--- config.mk ---
export PLATFORM = sky130hd
export DESIGN_NAME = busseq_top
export DESIGN_NICKNAME = d
export VERILOG_FILES = /design/src/rtl/busseq_pkg.sv /design/src/rtl/busseq_refresh.sv /design/src/rtl/busseq_fsm.sv /design/src/rtl/busseq_strobes.sv /design/src/rtl/busseq_top.sv
export SDC_FILE = /design/constraint.sdc
export NUM_CORES = 1
export LEC_CHECK = 0
export CORE_ASPECT_RATIO = 0.5
export CORE_MARGIN = 3
export CORE_UTILIZATION = 41
export CTS_CLUSTER_SIZE = 10
export DETAILED_ROUTE_END_ITERATION = 12
export PLACE_DENSITY = 0.76
export SYNTH_ARGS = -nofsm -noshare
export SYNTH_HDL_FRONTEND = slang
export SYNTH_HIERARCHICAL = 1
export SYNTH_SLANG_ARGS = --single-unit
--- constraint.sdc ---
create_clock -name clk -period 1.8 [get_ports clk]
set_input_delay 0.18 -clock clk [delete_from_list [all_inputs] [get_ports clk]]
set_output_delay 0.18 -clock clk [all_outputs]
set_load 0.02 [all_outputs]
--- src/rtl/busseq_pkg.sv ---
package busseq_pkg;

    typedef enum logic [2:0] {
        K_FETCH = 3'd0,
        K_MRD   = 3'd1,
        K_MWR   = 3'd2,
        K_IORD  = 3'd3,
        K_IOWR  = 3'd4
    } kind_e;

    typedef enum logic [2:0] {
        S_IDLE,
        S_T1,
        S_T2,
        S_TA,
        S_TW,
        S_T3,
        S_R1,
        S_R2
    } state_e;

    // Unknown request codes fall back to a plain memory read.
    function automatic kind_e decode_kind(input logic [2:0] code);
        kind_e k;
        unique case (code)
            3'd0:    k = K_FETCH;
            3'd2:    k = K_MWR;
            3'd3:    k = K_IORD;
            3'd4:    k = K_IOWR;
            default: k = K_MRD;
        endcase
        return k;
    endfunction

    function automatic logic kind_is_io(input kind_e k);
        return (k == K_IORD) || (k == K_IOWR);
    endfunction

    function automatic logic kind_is_read(input kind_e k);
        return (k == K_FETCH) || (k == K_MRD) || (k == K_IORD);
    endfunction

    function automatic logic kind_is_write(input kind_e k);
        return (k == K_MWR) || (k == K_IOWR);
    endfunction

endpackage

--- src/rtl/busseq_refresh.sv ---
module busseq_refresh #(
    parameter int CNT_W = 7
) (
    input  logic             clk,
    input  logic             rst_n,
    input  logic             step,
    output logic [CNT_W:0]   rreg
);
    // Low CNT_W bits count refreshes; the top bit is held as it is.
    logic [CNT_W-1:0] cnt_q;
    logic             top_q;

    always_ff @(posedge clk) begin
        if (!rst_n) begin
            cnt_q <= '0;
            top_q <= 1'b0;
        end else if (step) begin
            cnt_q <= cnt_q + 1'b1;
            top_q <= top_q;
        end
    end

    assign rreg = {top_q, cnt_q};
endmodule

--- src/rtl/busseq_fsm.sv ---
module busseq_fsm
    import busseq_pkg::*;
#(
    parameter int ADDR_W = 16,
    parameter int DATA_W = 8
) (
    input  logic              clk,
    input  logic              rst_n,
    input  logic              req_valid,
    input  logic [2:0]        req_kind,
    input  logic [ADDR_W-1:0] req_addr,
    input  logic [DATA_W-1:0] req_wdata,
    input  logic              wait_n,
    input  logic [DATA_W-1:0] bus_din,
    output state_e            state,
    output kind_e             kind_q,
    output logic [ADDR_W-1:0] addr_q,
    output logic [DATA_W-1:0] wdata_q,
    output logic [DATA_W-1:0] rsp_data,
    output logic              rsp_done,
    output logic [ADDR_W-1:0] fetch_pc_next,
    output logic              rfsh_step
);
    state_e state_q, state_nx;
    logic   is_fetch, is_io, capture;

    assign is_fetch = (kind_q == K_FETCH);
    assign is_io    = kind_is_io(kind_q);

    // State register
    always_ff @(posedge clk) begin
        if (!rst_n) state_q <= S_IDLE;
        else        state_q <= state_nx;
    end

    // Next-state logic
    always_comb begin
        state_nx = state_q;
        unique case (state_q)
            S_IDLE: if (req_valid) state_nx = S_T1;
            S_T1:   state_nx = S_T2;
            S_T2: begin
                if (is_io)        state_nx = S_TA;
                else if (!wait_n) state_nx = S_TW;
                else if (is_fetch) state_nx = S_R1;
                else              state_nx = S_T3;
            end
            S_TA:   state_nx = wait_n ? S_T3 : S_TW;
            S_TW: begin
                if (!wait_n)       state_nx = S_TW;
                else if (is_fetch) state_nx = S_R1;
                else               state_nx = S_T3;
            end
            S_T3:   state_nx = S_IDLE;
            S_R1:   state_nx = S_R2;
            S_R2:   state_nx = S_IDLE;
        endcase
    end

    // Read data is taken at the edge that ends the last strobed state.
    assign capture = ((state_q == S_T3) && kind_is_read(kind_q)) ||
                     (is_fetch && (state_q == S_T2 || state_q == S_TW) &&
                      (state_nx == S_R1));

    // Request latch, response and program-counter registers
    always_ff @(posedge clk) begin
        if (!rst_n) begin
            kind_q        <= K_MRD;
            addr_q        <= '0;
            wdata_q       <= '0;
            rsp_data      <= '0;
            rsp_done      <= 1'b0;
            fetch_pc_next <= '0;
        end else begin
            if (state_q == S_IDLE && req_valid) begin
                kind_q  <= decode_kind(req_kind);
                addr_q  <= req_addr;
                wdata_q <= req_wdata;
            end
            if (capture) rsp_data <= bus_din;
            rsp_done <= (state_q == S_T3) || (state_q == S_R2);
            if (state_q == S_R2) fetch_pc_next <= addr_q + 1'b1;
        end
    end

    assign rfsh_step = (state_q == S_R2);
    assign state     = state_q;
endmodule

--- src/rtl/busseq_strobes.sv ---
module busseq_strobes
    import busseq_pkg::*;
#(
    parameter int ADDR_W = 16,
    parameter int DATA_W = 8,
    parameter int RREG_W = 8
) (
    input  state_e                   state,
    input  kind_e                    kind_q,
    input  logic [ADDR_W-1:0]        addr_q,
    input  logic [DATA_W-1:0]        wdata_q,
    input  logic [RREG_W-1:0]        rreg,
    input  logic [ADDR_W-RREG_W-1:0] vec_reg,
    output logic                     req_ready,
    output logic [ADDR_W-1:0]        bus_addr,
    output logic [DATA_W-1:0]        bus_dout,
    output logic                     bus_dout_en,
    output logic                     mreq_n,
    output logic                     iorq_n,
    output logic                     rd_n,
    output logic                     wr_n,
    output logic                     m1_n,
    output logic                     rfsh_n
);
    logic ph_main, ph_late, ph_rfsh, ph_idle;
    logic k_io, k_rd, k_wr, k_fetch;

    assign k_io    = kind_is_io(kind_q);
    assign k_rd    = kind_is_read(kind_q);
    assign k_wr    = kind_is_write(kind_q);
    assign k_fetch = (kind_q == K_FETCH);

    // Output process: phase flags decoded from the state
    always_comb begin
        ph_main = 1'b0;
        ph_late = 1'b0;
        ph_rfsh = 1'b0;
        ph_idle = 1'b0;
        unique case (state)
            S_IDLE: ph_idle = 1'b1;
            S_T1:   ph_main = 1'b1;
            S_T2, S_TA, S_TW, S_T3: begin
                ph_main = 1'b1;
                ph_late = 1'b1;
            end
            S_R1, S_R2: ph_rfsh = 1'b1;
        endcase

        req_ready   = ph_idle;
        mreq_n      = !((!k_io && ph_main) || ph_rfsh);
        iorq_n      = !(k_io && ph_late);
        rd_n        = !(k_rd && (k_io ? ph_late : ph_main));
        wr_n        = !(k_wr && ph_late);
        m1_n        = !(k_fetch && ph_main);
        rfsh_n      = !ph_rfsh;
        bus_dout_en = k_wr && ph_main;
        bus_dout    = wdata_q;
        bus_addr    = ph_rfsh ? {vec_reg, rreg} : addr_q;
    end
endmodule

--- src/rtl/busseq_top.sv ---
module busseq_top
    import busseq_pkg::*;
#(
    parameter int ADDR_W = 16,
    parameter int DATA_W = 8,
    parameter int RCNT_W = 7,
    localparam int RREG_W = RCNT_W + 1,
    localparam int VEC_W  = ADDR_W - RREG_W
) (
    input  logic              clk,
    input  logic              rst_n,
    input  logic              req_valid,
    input  logic [2:0]        req_kind,
    input  logic [ADDR_W-1:0] req_addr,
    input  logic [DATA_W-1:0] req_wdata,
    output logic              req_ready,
    output logic [DATA_W-1:0] rsp_data,
    output logic              rsp_done,
    output logic [ADDR_W-1:0] fetch_pc_next,
    input  logic [VEC_W-1:0]  vec_reg,
    input  logic              wait_n,
    input  logic [DATA_W-1:0] bus_din,
    output logic [ADDR_W-1:0] bus_addr,
    output logic [DATA_W-1:0] bus_dout,
    output logic              bus_dout_en,
    output logic              mreq_n,
    output logic              iorq_n,
    output logic              rd_n,
    output logic              wr_n,
    output logic              m1_n,
    output logic              rfsh_n
);
    state_e              state;
    kind_e               kind_q;
    logic [ADDR_W-1:0]   addr_q;
    logic [DATA_W-1:0]   wdata_q;
    logic                rfsh_step;
    logic [RREG_W-1:0]   rreg;

    busseq_fsm #(.ADDR_W(ADDR_W), .DATA_W(DATA_W)) fsm_i (
        .clk(clk), .rst_n(rst_n), .req_valid(req_valid), .req_kind(req_kind),
        .req_addr(req_addr), .req_wdata(req_wdata), .wait_n(wait_n),
        .bus_din(bus_din), .state(state), .kind_q(kind_q), .addr_q(addr_q),
        .wdata_q(wdata_q), .rsp_data(rsp_data), .rsp_done(rsp_done),
        .fetch_pc_next(fetch_pc_next), .rfsh_step(rfsh_step)
    );

    busseq_refresh #(.CNT_W(RCNT_W)) rfsh_i (
        .clk(clk), .rst_n(rst_n), .step(rfsh_step), .rreg(rreg)
    );

    busseq_strobes #(.ADDR_W(ADDR_W), .DATA_W(DATA_W), .RREG_W(RREG_W)) strb_i (
        .state(state), .kind_q(kind_q), .addr_q(addr_q), .wdata_q(wdata_q),
        .rreg(rreg), .vec_reg(vec_reg), .req_ready(req_ready),
        .bus_addr(bus_addr), .bus_dout(bus_dout), .bus_dout_en(bus_dout_en),
        .mreq_n(mreq_n), .iorq_n(iorq_n), .rd_n(rd_n), .wr_n(wr_n),
        .m1_n(m1_n), .rfsh_n(rfsh_n)
    );
endmodule

==> reports/metrics.csv <==
metric,value,unit
routedWlPerCell,13.80,µm
min_period,1.739,ns
htreeDepth,3,
period_share,96.62,%
drt_iter0_drc,156,
dieArea,8525,µm²
timing.rr.end,fsm_i/rsp_data[6],
post_cts_buffers,0,
ir_drop,0.6312,mV
drc_errors,0,
synth.yosys.seq_area_share,40.94,%
hold_start,req_wdata[2],
avgViaCountPerCell,5.002,
fin_cells,565,
syn_inst,362,
core,6910,µm²
dp_hpwl,5648,µm
reg2reg_slack,0.14,ns
rsz0062_at_grt,no,
drive_gt1_share,13.32,%
drt-total-wl,7799,µm
yosys-mux-area-fraction,9.781,%
portBuffers,103,
cp_max_fo,19,
whs,0.4016,ns
fmax,0.5750,GHz
ys_ff_latch,62,
start_util,43.87,%
r2r-start,fsm_i/state[2],
fin_nets,517,
grt_pass1_vias,2589,
clockBufferDepth,2,
synth_xor_area_share,5.778,%
rows,21,
synth.net_count,411,
cts_tree,done,
die_w,127.6,µm
synth_top_family_by_area,simple AND/OR/NAND/NOR gates,
hold_violations,0,
power_leakage,1.753,nW
ys_types,42,
worstRegToRegCells,6,
first_pass_iters,4,
critPathKind,reg -> out,
dp_slack,0.05838,ns
gr-total-overflow,0,
grt_pass1_wl,12630,µm
cts_hold_buf,0,
crit_path_end_kind,primary output,
worstHoldEndpoint,fsm_i/wdata_q[2],
ff_latch_area,1249,µm²
netlist_area,3032,µm²
antenna_left,0,
die_h,66.81,µm
ys_top_cells_by_area,"dfxtp_1 (41%), nand2_1 (9.9%), a21oi_1 (6.9%), xnor2_1 (4.3%), mux2_4 (3.5%)",
dr_total_vias,2826,
cts_buffers,9,
track_usage,18.58,%
placed_cell_area,4199,µm²
area_growth,49.11,%
final_max_slew_viol_count,0,
grt_max_degree,38,
root_buffer,clkbuf_16,
clkTransAtPathRegs,0.05,ns
arrival,1.56,ns
startpoint_type,flop,
yosysTopAreaCellShare,40.94,%
hold_path_depth,3,
fillers,580,
syn-mean-instance-area,8.375,µm²
synthSimpleGateAreaFrac,22.00,%
cts.sinks,62,
num_antenna_cells,0,
synth_top_cell_by_area,dfxtp_1,
multi_input_area,1617,µm²
power_density,906.8,nW/µm²
placed_cells,549,
yosysWarnings,6,
ioPinCount,104,
outcome,"complete, no violations",
power,4.099,mW
fin_ws,0.06081,ns
clock_skew,0.005180,ns
final_util,65.42,%
drv_cap,0,
hold_class,in -> reg,
tns,0,ns
setup_viol,0,
yosys.area_share.adder,0.8254,%
design_area,4521,µm²
gp_congestion,0.8275,
cp.required,1.62,ns
clock_latency,0.32,ns
synth_compound_area_share,14.20,%
antenna_found_initial,0,
[routing by layer]
layer	track usage (%)	part of all wire, %
met1	22.36	45
met2	32.59	50
met3	5.685	4.2
met4	5.026	0.71
met5	0	0
[timing repair]
item                       4_1_cts  5_1_grt
pin swaps                        0        1
setup endpoints to repair       24       12
resized for setup               28        9
[cell usage after synthesis, drive strengths merged]
cell type and n:
nand4 6, nand3 12, or3 3, conb 1
ha 2, o211ai 1, o221a 1, o21ai 15
xnor2 15, nand2 81, a211oi 7, a221oi 1
mux2i 9, o32ai 1, nor4 5, inv 8
dfxtp 62, o31ai 1, and2 5, clkbuf 11
a21oi 42, nor2 13, nor3 4, and3b 2
o311ai 1, mux2 16, a21boi 2, nor3b 2
nor2b 3, o21a 1, buf 16, xor2 5
and3 4, clkinv 1, nand2b 2, nand3b 1
[sequential cells by signal, summed over array words and instances, names as in the netlist]
signal,cells
fsm_i/wdata_q,8
fsm_i/kind_q,3
rfsh_i/cnt_q,7
fsm_i/rsp_data,8
fsm_i/addr_q,16
fsm_i/rsp_done,1
fsm_i/state,3
fsm_i/fetch_pc_next,16
[cell usage in the layout, fill, tap and decap left out, types with 4 or more instances in the layout]
cell / instances
nand3_1: 11
xor2_1: 5
mux2i_1: 9
nor4_1: 5
clkdlybuf4s50_1: 80
clkbuf_16: 9
o21ai_0: 15
nor3_1: 4
and3_1: 4
mux2_2: 9
inv_1: 7
a211oi_1: 7
buf_4: 16
xnor2_1: 15
a21oi_1: 42
dfxtp_1: 58
nand4_1: 5
mux2_4: 7
and2_1: 5
nor2_1: 13
dlygate4sd2_1: 20
nand2_1: 80
[power breakdown]
part,internal [mW],leakage (nW),switching [mW]
clock network,1.25,0.160,0.590
registers,1.44,0.506,0.0867
logic,0.367,1.09,0.363
[critical path: stages, from the launching register on]
cell and delay, ns:
dfxtp_2 0.36, nand2_8 0.18, mux2_2 0.36, dlygate4sd2_1 0.32
[final cells by class]
type | count | share of cell area (%)
Sequential cell | 62 | 27.62
Clock buffer | 11 | 5.369
Timing Repair Buffer | 122 | 26.13
Multi-Input combinational cell | 264 | 35.76
Clock inverter | 5 | 1.827
Inverter | 9 | 0.7473
Tap cell | 92 | 2.546
[worst max-delay path by stage]
stage                                from  slack [ns]         endpoint
after floorplan            fsm_i/state[1]        0.04  rfsh_i/cnt_q[6]
after global routing       fsm_i/state[2]       0.003             wr_n
after global placement    fsm_i/kind_q[1]        0.04             rd_n
after CTS                  fsm_i/state[2]        0.02      bus_dout_en
final                      fsm_i/state[2]        0.06      bus_addr[2]
after detailed placement   fsm_i/state[1]        0.06      bus_addr[1]
[cells by family (layout without fill, tap and decap cells)]
kind of cell,count (synthesis),after routing
DFF,62,62
AOI/OAI and AO/OA,73,73
buffers and inverters,36,147
other,1,1
xor gates and xnor gates,20,20
adders and majority gates,2,2
and+or+nand+nor,143,143
muxes,25,25
No activity file was read; power rests on OpenSTA's default activity.
